File: src/rtl/pit_pkg.sv
package pit_pkg;
    localparam int CNT_W  = 16;
    localparam int PRE_W  = 4;
    localparam int ADDR_W = 4;

    localparam logic [ADDR_W-1:0] OFF_CTRL  = 4'h0;
    localparam logic [ADDR_W-1:0] OFF_MOD   = 4'h2;
    localparam logic [ADDR_W-1:0] OFF_COUNT = 4'h4;

    localparam int BIT_EN   = 0;
    localparam int BIT_RLD  = 1;
    localparam int BIT_FLAG = 2;
    localparam int BIT_IE   = 3;
    localparam int BIT_OVW  = 4;
    localparam int PRE_LSB  = 8;

    typedef enum logic {
        ST_STOPPED  = 1'b0,
        ST_COUNTING = 1'b1
    } run_state_t;
endpackage

File: src/rtl/pit_prescaler.sv
module pit_prescaler #(
    parameter int PRE_W = 4
) (
    input  logic             clk,
    input  logic             rst_n,
    input  logic             run,
    input  logic             restart,
    input  logic [PRE_W-1:0] pre,
    output logic             tick
);
    localparam int DIV_W = 2 ** PRE_W;

    logic [DIV_W-1:0] div_q;
    logic [DIV_W:0]   span;

    // terminal value = 2*2^pre - 1
    always_comb begin
        span = ({{DIV_W{1'b0}}, 1'b1} << ({1'b0, pre} + 1'b1)) - 1'b1;
    end

    assign tick = run && (div_q == span[DIV_W-1:0]);

    always_ff @(posedge clk or negedge rst_n) begin
        if (!rst_n)
            div_q <= '0;
        else if (!run || restart || tick)
            div_q <= '0;
        else
            div_q <= div_q + 1'b1;
    end


    tick_spacing_chk: assert property (@(posedge clk) disable iff (!rst_n)
        tick |=> !tick);
endmodule

File: src/rtl/pit_counter.sv
module pit_counter #(
    parameter int CNT_W = 16
) (
    input  logic             clk,
    input  logic             rst_n,
    input  logic             en,
    input  logic             tick,
    input  logic             reload_mode,
    input  logic [CNT_W-1:0] modulus,
    input  logic             load,
    input  logic [CNT_W-1:0] load_val,
    output logic             run,
    output logic             wrap,
    output logic [CNT_W-1:0] cnt
);
    import pit_pkg::*;

    run_state_t state_q, state_d;
    logic [CNT_W-1:0] cnt_d;

    // state register
    always_ff @(posedge clk or negedge rst_n) begin
        if (!rst_n) state_q <= ST_STOPPED;
        else        state_q <= state_d;
    end

    // transitions: START and HALT
    always_comb begin
        state_d = state_q;
        unique case (state_q)
            ST_STOPPED:  if (en)  state_d = ST_COUNTING;
            ST_COUNTING: if (!en) state_d = ST_STOPPED;
        endcase
    end

    // outputs
    always_comb begin
        run   = (state_q == ST_COUNTING);
        wrap  = tick && (cnt == '0);
        cnt_d = cnt;
        if (load)
            cnt_d = load_val;
        else if (wrap)
            cnt_d = reload_mode ? modulus : {CNT_W{1'b1}};
        else if (tick)
            cnt_d = cnt - 1'b1;
    end

    always_ff @(posedge clk or negedge rst_n) begin
        if (!rst_n) cnt <= {CNT_W{1'b1}};
        else        cnt <= cnt_d;
    end


    count_hold_chk: assert property (@(posedge clk) disable iff (!rst_n)
        (!tick && !load) |=> $stable(cnt));

    reload_from_mod_chk: assert property (@(posedge clk) disable iff (!rst_n)
        (tick && cnt == '0 && reload_mode && !load) |=> cnt == $past(modulus));

    freerun_wrap_chk: assert property (@(posedge clk) disable iff (!rst_n)
        (tick && cnt == '0 && !reload_mode && !load) |=> cnt == {CNT_W{1'b1}});

    overwrite_load_chk: assert property (@(posedge clk) disable iff (!rst_n)
        load |=> cnt == $past(load_val));
endmodule

File: src/rtl/pit_regs.sv
module pit_regs #(
    parameter int CNT_W  = 16,
    parameter int PRE_W  = 4,
    parameter int ADDR_W = 4
) (
    input  logic              clk,
    input  logic              rst_n,
    input  logic              bus_sel,
    input  logic              bus_wr,
    input  logic [ADDR_W-1:0] bus_off,
    input  logic [15:0]       bus_wdata,
    input  logic              wrap,
    input  logic [CNT_W-1:0]  cnt,
    output logic [PRE_W-1:0]  pre,
    output logic              en,
    output logic              rld,
    output logic              ie,
    output logic              restart,
    output logic              load,
    output logic [CNT_W-1:0]  load_val,
    output logic [CNT_W-1:0]  modulus,
    output logic [15:0]       bus_rdata,
    output logic              acc_err,
    output logic              irq
);
    import pit_pkg::*;

    logic ovw, flag;
    logic wr_ctrl, wr_mod, off_ok;
    logic [15:0] ctrl_word;
    logic unused_wbits;

    assign unused_wbits = ^{bus_wdata[15:PRE_LSB+PRE_W], bus_wdata[PRE_LSB-1:BIT_OVW+1]};

    assign off_ok  = (bus_off == OFF_CTRL) || (bus_off == OFF_MOD) || (bus_off == OFF_COUNT);
    assign wr_ctrl = bus_sel && bus_wr && (bus_off == OFF_CTRL);
    assign wr_mod  = bus_sel && bus_wr && (bus_off == OFF_MOD);
    assign acc_err = bus_sel && !off_ok;

    assign restart  = wr_ctrl;
    assign load     = wr_mod && ovw;
    assign load_val = bus_wdata[CNT_W-1:0];

    always_ff @(posedge clk or negedge rst_n) begin
        if (!rst_n) begin
            pre <= '0; en <= 1'b0; rld <= 1'b0; ie <= 1'b0; ovw <= 1'b0;
            modulus <= {CNT_W{1'b1}};
        end else begin
            if (wr_ctrl) begin
                pre <= bus_wdata[PRE_LSB +: PRE_W];
                en  <= bus_wdata[BIT_EN];
                rld <= bus_wdata[BIT_RLD];
                ie  <= bus_wdata[BIT_IE];
                ovw <= bus_wdata[BIT_OVW];
            end
            if (wr_mod)
                modulus <= bus_wdata[CNT_W-1:0];
        end
    end

    // flag: a zero-crossing wins over a clear in the same cycle
    always_ff @(posedge clk or negedge rst_n) begin
        if (!rst_n)
            flag <= 1'b0;
        else if (wrap)
            flag <= 1'b1;
        else if (wr_mod || (wr_ctrl && bus_wdata[BIT_FLAG]))
            flag <= 1'b0;
    end

    assign irq = flag && ie;

    always_comb begin
        ctrl_word = '0;
        ctrl_word[PRE_LSB +: PRE_W] = pre;
        ctrl_word[BIT_OVW]  = ovw;
        ctrl_word[BIT_IE]   = ie;
        ctrl_word[BIT_FLAG] = flag;
        ctrl_word[BIT_RLD]  = rld;
        ctrl_word[BIT_EN]   = en;
    end

    always_comb begin
        bus_rdata = '0;
        unique case (bus_off)
            OFF_CTRL:  bus_rdata = ctrl_word;
            OFF_MOD:   bus_rdata = 16'(modulus);
            OFF_COUNT: bus_rdata = 16'(cnt);
            default:   bus_rdata = '0;
        endcase
    end


    mod_write_clears_chk: assert property (@(posedge clk) disable iff (!rst_n)
        (wr_mod && !wrap) |=> !flag);

    w1c_flag_chk: assert property (@(posedge clk) disable iff (!rst_n)
        (wr_ctrl && bus_wdata[BIT_FLAG] && !wrap) |=> !flag);

    irq_follows_wrap_chk: assert property (@(posedge clk) disable iff (!rst_n)
        (wrap && !wr_ctrl) |=> (irq == ie));

    bad_offset_zero_chk: assert property (@(posedge clk) disable iff (!rst_n)
        acc_err |-> (bus_rdata == 16'h0000));
endmodule

File: src/rtl/pit_timer.sv
module pit_timer (
    input  logic        clk,
    input  logic        rst_n,
    input  logic        bus_sel,
    input  logic        bus_wr,
    input  logic [3:0]  bus_off,
    input  logic [15:0] bus_wdata,
    output logic [15:0] bus_rdata,
    output logic        acc_err,
    output logic        irq
);
    import pit_pkg::*;

    logic [PRE_W-1:0] pre;
    logic en, rld, ie, restart, load, run, tick, wrap;
    logic [CNT_W-1:0] load_val, modulus, cnt;

    pit_regs #(.CNT_W(CNT_W), .PRE_W(PRE_W), .ADDR_W(ADDR_W)) u_regs (
        .clk(clk), .rst_n(rst_n),
        .bus_sel(bus_sel), .bus_wr(bus_wr), .bus_off(bus_off), .bus_wdata(bus_wdata),
        .wrap(wrap), .cnt(cnt),
        .pre(pre), .en(en), .rld(rld), .ie(ie), .restart(restart),
        .load(load), .load_val(load_val), .modulus(modulus),
        .bus_rdata(bus_rdata), .acc_err(acc_err), .irq(irq)
    );

    pit_prescaler #(.PRE_W(PRE_W)) u_pre (
        .clk(clk), .rst_n(rst_n), .run(run), .restart(restart),
        .pre(pre), .tick(tick)
    );

    pit_counter #(.CNT_W(CNT_W)) u_cnt (
        .clk(clk), .rst_n(rst_n), .en(en), .tick(tick),
        .reload_mode(rld), .modulus(modulus),
        .load(load), .load_val(load_val),
        .run(run), .wrap(wrap), .cnt(cnt)
    );
endmodule

File: config.mk
export PLATFORM = sky130hd
export DESIGN_NAME = pit_timer
export DESIGN_NICKNAME = d
export VERILOG_FILES = /design/src/rtl/pit_pkg.sv /design/src/rtl/pit_prescaler.sv /design/src/rtl/pit_counter.sv /design/src/rtl/pit_regs.sv /design/src/rtl/pit_timer.sv
export SDC_FILE = /design/constraint.sdc
export NUM_CORES = 1
export LEC_CHECK = 0
export BUFFER_PORTS_ARGS = -buffer_cell sky130_fd_sc_hd__buf_4
export CAP_MARGIN = 20
export CORE_MARGIN = 3
export CORE_UTILIZATION = 40
export DETAILED_ROUTE_END_ITERATION = 8
export GPL_ROUTABILITY_DRIVEN = 0
export PLACE_DENSITY = 0.57
export SLEW_MARGIN = 25
export SYNTH_ARGS = -nofsm -noshare
export SYNTH_HDL_FRONTEND = slang
export SYNTH_SLANG_ARGS = --single-unit
File: constraint.sdc
create_clock -name clk -period 6.4 [get_ports clk]
set_input_delay 0 -clock clk [delete_from_list [all_inputs] [get_ports clk]]
set_output_delay 0 -clock clk [all_outputs]
set_load 0.05 [all_outputs]
# --- Word level (Yosys, flattened, before mapping) ---
# Index checks and enable logic that the tools add are counted.
# W data, S select, Z words.
word_totals:
  ff_bits: 58
  latchBits: 0
  ramBits: 0
  rom_bits: 0
  inputBits: 24
  output_inout_bits: 18
  word_cells: 47
  n_memories: 0
op_classes:
  n_addsub: 4
  mul: 0
  n_div: 0
  order_cmp: 0
  eq_ne: 3
  n_shift: 1
  n_mux: 9
  n_bitwise: 0
  n_reduce_logical: 20
op_table:
  columns: ["operator", "count"]
  rows:
  - ["$mux W16", 5]
  - ["$pmux W16 S3", 1]
  - ["$sub A16 B1 Y16 const B", 2]
  - ["$add A16 B1 Y16 const B", 1]
  - ["$eq A16 B16 Y1", 1]
  - ["$logic_not A16 Y1", 1]
  - ["$shl A1 B5 Y16 const A", 1]
  - ["$logic_and A1 B1 Y1", 9]
  - ["$add A4 B1 Y5 const B", 1]
  - ["$logic_or A1 B1 Y1", 5]
  - ["$eq A4 B2 Y1 const B", 1]
  - ["$eq A4 B3 Y1 const B", 1]
  - ["$logic_not A4 Y1", 1]
  - ["$mux W1", 3]
  - ["$reduce_bool A3 Y1", 1]
  - ["$logic_not A1 Y1", 2]
  - ["$reduce_bool A2 Y1", 1]

# --- Depth between registers and ports, before layout ---
depth:
  depth_word: 8
  ltp_mapped: 13
  ltp_nobuf: 10

# --- By module ---
# A second synthesis with hierarchy kept.
unflattened:
  cells_unflattened: 476
  area_unflattened_um2: 4301.6
by_module_without_submodules:
  columns: ["module", "n_inst", "cells_each", "area_each_um2", "seq_area_each_um2"]
  rows:
  - ["pit_prescaler", 1, 188, 1471.4, 400.4]
  - ["pit_regs", 1, 121, 1442.6, 645.6]
  - ["pit_counter", 1, 167, 1387.6, 445.4]

# --- Worst setup path before layout ---
# Ideal clock, no wire load.
synth_timing:
  path_kind: "register to register"
  from: "register u_regs.pre[1]"
  to: "register u_cnt.cnt[6]"
  setup_ns: 0.077
  arrival_ns: 2.882
  required_ns: 6.323
  slack_ns: 3.440
  stages_incl_launch_ff: 13
  path_buffers: 2
  synth_period_minus_slack_ns: 2.960
  cell_sequence: "dfrtp_1 buf_2 nor4_1 inv_1 ha_1 buf_2 and2_1 a211oi_2 xnor2_1 nor4_2 nand4_2 or4_1 a31oi_1"
synth_via:
  elab_chain_cells: 8
  word_cells_on_any_way: 9
  cone_classes: "add/sub: 2; eq/ne: 1; shift: 1; mux: 2; reduce/logical: 3"
synth_rtl:
  columns: ["element", "line_no", "rtl"]
  rows:
  - ["start, declared", "pit_regs.sv:14", "output logic [PRE_W-1:0] pre,"]
  - ["start signal, assigned", "pit_regs.sv:50", "pre <= bus_wdata[PRE_LSB +: PRE_W];"]
  - ["$add A4 B1 Y5 *", "pit_prescaler.sv:18", "span = ({{DIV_W{1'b0}}, 1'b1} << ({1'b0, pre} + 1'b1)) - 1'b1;"]
  - ["$shl A1 B5 Y16 *", "pit_prescaler.sv:18", null]
  - ["$sub A16 B1 Y16 *", "pit_prescaler.sv:18", null]
  - ["$eq A16 B16 Y1 *", "pit_prescaler.sv:21", "assign tick = run && (div_q == span[DIV_W-1:0]);"]
  - ["$logic_and A1 B1 Y1 *", "pit_prescaler.sv:21", null]
  - ["$logic_and A1 B1 Y1", "pit_counter.sv:39", "wrap = tick && (cnt == '0);"]
  - ["$mux W16", "pit_counter.sv:43", "else if (wrap)"]
  - ["$mux W16", "pit_counter.sv:41", "if (load)"]
  - ["end signal, assigned", "pit_counter.sv:50", "if (!rst_n) cnt <= {CNT_W{1'b1}};"]
  - ["end signal, assigned", "pit_counter.sv:51", "else cnt <= cnt_d;"]
  - ["end, declared", "pit_counter.sv:14", "output logic [CNT_W-1:0] cnt"]
# Mark *: on every way between the ends. The rest lies on a longest branch, timed or not.
# A chain may end at the register's enable or synchronous reset.

# --- Worst setup path in the final report ---
layout_timing:
  from: "register u_regs.pre[2]"
  to: "register u_pre.div_q[4]"
layout_via:
  elab_chain_cells: 7
layout_rtl:
  columns: ["element", "line_no", "rtl"]
  rows:
  - ["$add A4 B1 Y5", "pit_prescaler.sv:18", null]
  - ["$shl A1 B5 Y16", "pit_prescaler.sv:18", null]
  - ["$sub A16 B1 Y16", "pit_prescaler.sv:18", null]
  - ["$eq A16 B16 Y1", "pit_prescaler.sv:21", null]
  - ["$logic_and A1 B1 Y1", "pit_prescaler.sv:21", null]
  - ["$logic_or A1 B1 Y1", "pit_prescaler.sv:26", "else if (!run || restart || tick)"]
  - ["$mux W16", "pit_prescaler.sv:26", null]
  - ["end signal, assigned", "pit_prescaler.sv:29", "div_q <= div_q + 1'b1;"]
  - ["end, declared", "pit_prescaler.sv:13", "logic [DIV_W-1:0] div_q;"]
# Every way passes these cells.

==> impl_metrics.ini <==
[clock_tree]
cts_buffer_depth = 2
clock-sinks = 58
path_clk_slew_ns = 0.07
cts_tree = done
cts_made_buffers = 9
ctsRootBufferMaster = clkbuf_8
htree_levels = 3
post_cts_buffers = 0
clkLatencyLatePin_ns = 0.34

[run_status]
status = finished clean

[routing]
wl_mm = 10.34
drtAntennaViolNets = 0
vias = 3453
dr.pass1.iters = 4
avgRoutedWirePerCell_um = 16.33
drt_iter0_markers = 125
via_per_inst = 5.455
drc = 0

[pwr]
power.density_nw_per_um2 = 266.0
power.leakage_nw = 1.962
ir_drop_mv = 0.1575
power_mw = 1.232

[yosys]
ys_ff_latch = 58
yosys-top-cells-area = dfstp_2, dfrtp_1, nand2_1
synth.most_common_cell = nand2_1
synth_flop_cell = dfstp_2
yosys.area.top_type = dfstp_2
ys_seq_area_share_pct = 38.75
synthDistinctLibCells = 60
syn_area_sq_um = 3849
ys_top_cells_by_count = nand2_1, nor2_1, dfstp_2, o21ai_0, dfrtp_1
synth_edf_count = 0
synth_top_area_share_pct = 21.85
avgSynthCellArea_sq_um = 8.403
synth.net_count = 485
async_reset_ff_share_pct = 100.0
synth_cells = 458
yosys_warnings = 0

[placement]
dp.cells = 600
place_hpwl_mm = 7.117
port_buffers = 41
dpl_cell_area_sq_um = 4209

[grt]
overflow = 0
antenna_found_initial = 0
grt_pass1_vias = 3400
grt_pass1_wl_mm = 17.27
grt_max_degree = 59
grt_use_total_pct = 19.58

[die]
die_w_um = 104.1
fp-row-count = 35
ios = 42
initial_core_util_pct = 41.46
core-area_sq_um = 9284
die_h_um = 104.1
dieArea_sq_um = 10830

[setup_path]
cp_max_fo = 30
end_kind = register
startpoint_type = register
rr_worst_depth = 10
worstPathArrival_ns = 4.42
criticalPathCategory = reg -> reg
crit_required_ns = 6.60
reg2reg_slack_ns = 2.18

[sta]
setup_violations = 0
tightest_slew_ns = 0.8498
rsz0062_at_grt = no
tns_ns = 0
fin_skew_ns = 0.01054
finalHoldViolCount = 0
fin_crit_sh_pct = 65.98
period_needed_ns = 4.223
whs_ns = 0.2711
max_freq_mhz = 236.8
slew_viol_final = 0
slew_headroom_pct = 43.21

[cells_and_area]
finalNonFillerCells = 633
drive_above_1_share_pct = 20.83
fin_nets = 526
design_area_sq_um = 4632
syn2layout_area_growth_pct = 20.35
antenna_cells = 0

[hold_path]
hp-class = in -> async

[run]
max-cap-violations = 0
worst max-delay path: stages (launching register included):
cell and delay [ns]:
dfrtp_1 0.89, nor4_1 0.13, inv_1 0.09, ha_1 0.32, and3b_1 0.26, and2_0 0.17, or3_1 0.31, a211oi_1 0.28
nand4_2 0.70, nand3_1 0.80, nor2_1 0.12
metrics by stage:
stage,setup slack (ns),util [%]
floorplan,3.440,-
global placement,2.293,45.34
detailed placement,2.136,45.34
CTS,2.128,49.89
global route,1.767,49.89
finish,2.177,49.89
registers in the layout (all words and copies together), names as in the netlist:
register        flops
u_regs.rld          1
u_regs.en           1
u_regs.ie           1
u_pre.div_q        16
u_regs.pre          4
u_regs.flag         1
u_regs.modulus     16
u_regs.ovw          1
u_cnt.run           1
u_cnt.cnt          16
path summary, 6_finish.rpt:
| path | from | endpoint |
|---|---|---|
| min | rst_n | u_pre.div_q[5] |
| max in group asynchronous | rst_n | u_regs.pre[0] |
| max | u_regs.pre[2] | u_pre.div_q[4] |
| min in group clk | bus_wdata[15] | u_regs.modulus[15] |
| max reg2reg | u_regs.pre[2] | u_pre.div_q[4] |
| min reg2reg | u_regs.en | u_cnt.run |
cells in the final DEF (no fill, tap or decap), types with 5 or more instances in the layout:
master         count
a22o_1             7
nor4_1             6
dfstp_2           32
inv_1             18
nand3_1           15
o21ai_1            7
and3_1             7
nor2_1            46
a31oi_1            9
xor2_1            11
mux2_2             8
o21ai_0           31
or4_1              5
or3_1              6
a21oi_1           13
xnor2_1           10
nand2_1           69
nand2b_1           7
buf_4             43
dlygate4sd3_1     17
clkbuf_8          11
nor3_1             9
dfrtp_1           26
mux2i_1           15
a211oi_1           5
metal layers:
metal  share of wire [%]  routed length, um  GRT usage [%]  vias up
met5                   0                  0              0        -
met4                 1.8                189          7.028        0
met3                 2.8                285          3.290       15
met2                  51               5300          34.82       49
met1                  44               4562          23.80     1687
li1                    -                  -              -     1702
cells by family (layout without fill, tap and decap cells):
group,after synthesis,count (layout),synth area share (%)
simple gates,201,201,25.85
fa+ha+maj,3,3,0.9754
compound gates,103,103,18.21
mux,23,23,6.242
xor+xnor,21,21,4.779
flops,58,58,38.75
other cells,1,1,0.09744
buf+inv,48,94,5.104
report_power, final:
group	leakage (nW)	internal (mW)	total [mW]	switching, mW
clock network	0.123	0.280	0.431	0.151
logic	1.15	0.121	0.269	0.148
registers	0.685	0.445	0.532	0.0864
total	1.96	0.847	1.23	0.386
final cells by class:
type,count,area (sq um)
Inverter,18,67.56
Multi-Input combinational cell,352,2166
Clock buffer,12,155.1
Timing Repair Buffer,60,493.0
Fill cell,925,4652
Tap cell,129,161.4
Clock inverter,4,97.59
Sequential cell,58,1491
timing repair:
item                      4_1_cts  5_1_grt
resized for setup               0        0
hold endpoints to repair       66        0
hold buffers                   17        0
No activity file was read; power rests on OpenSTA's default activity.
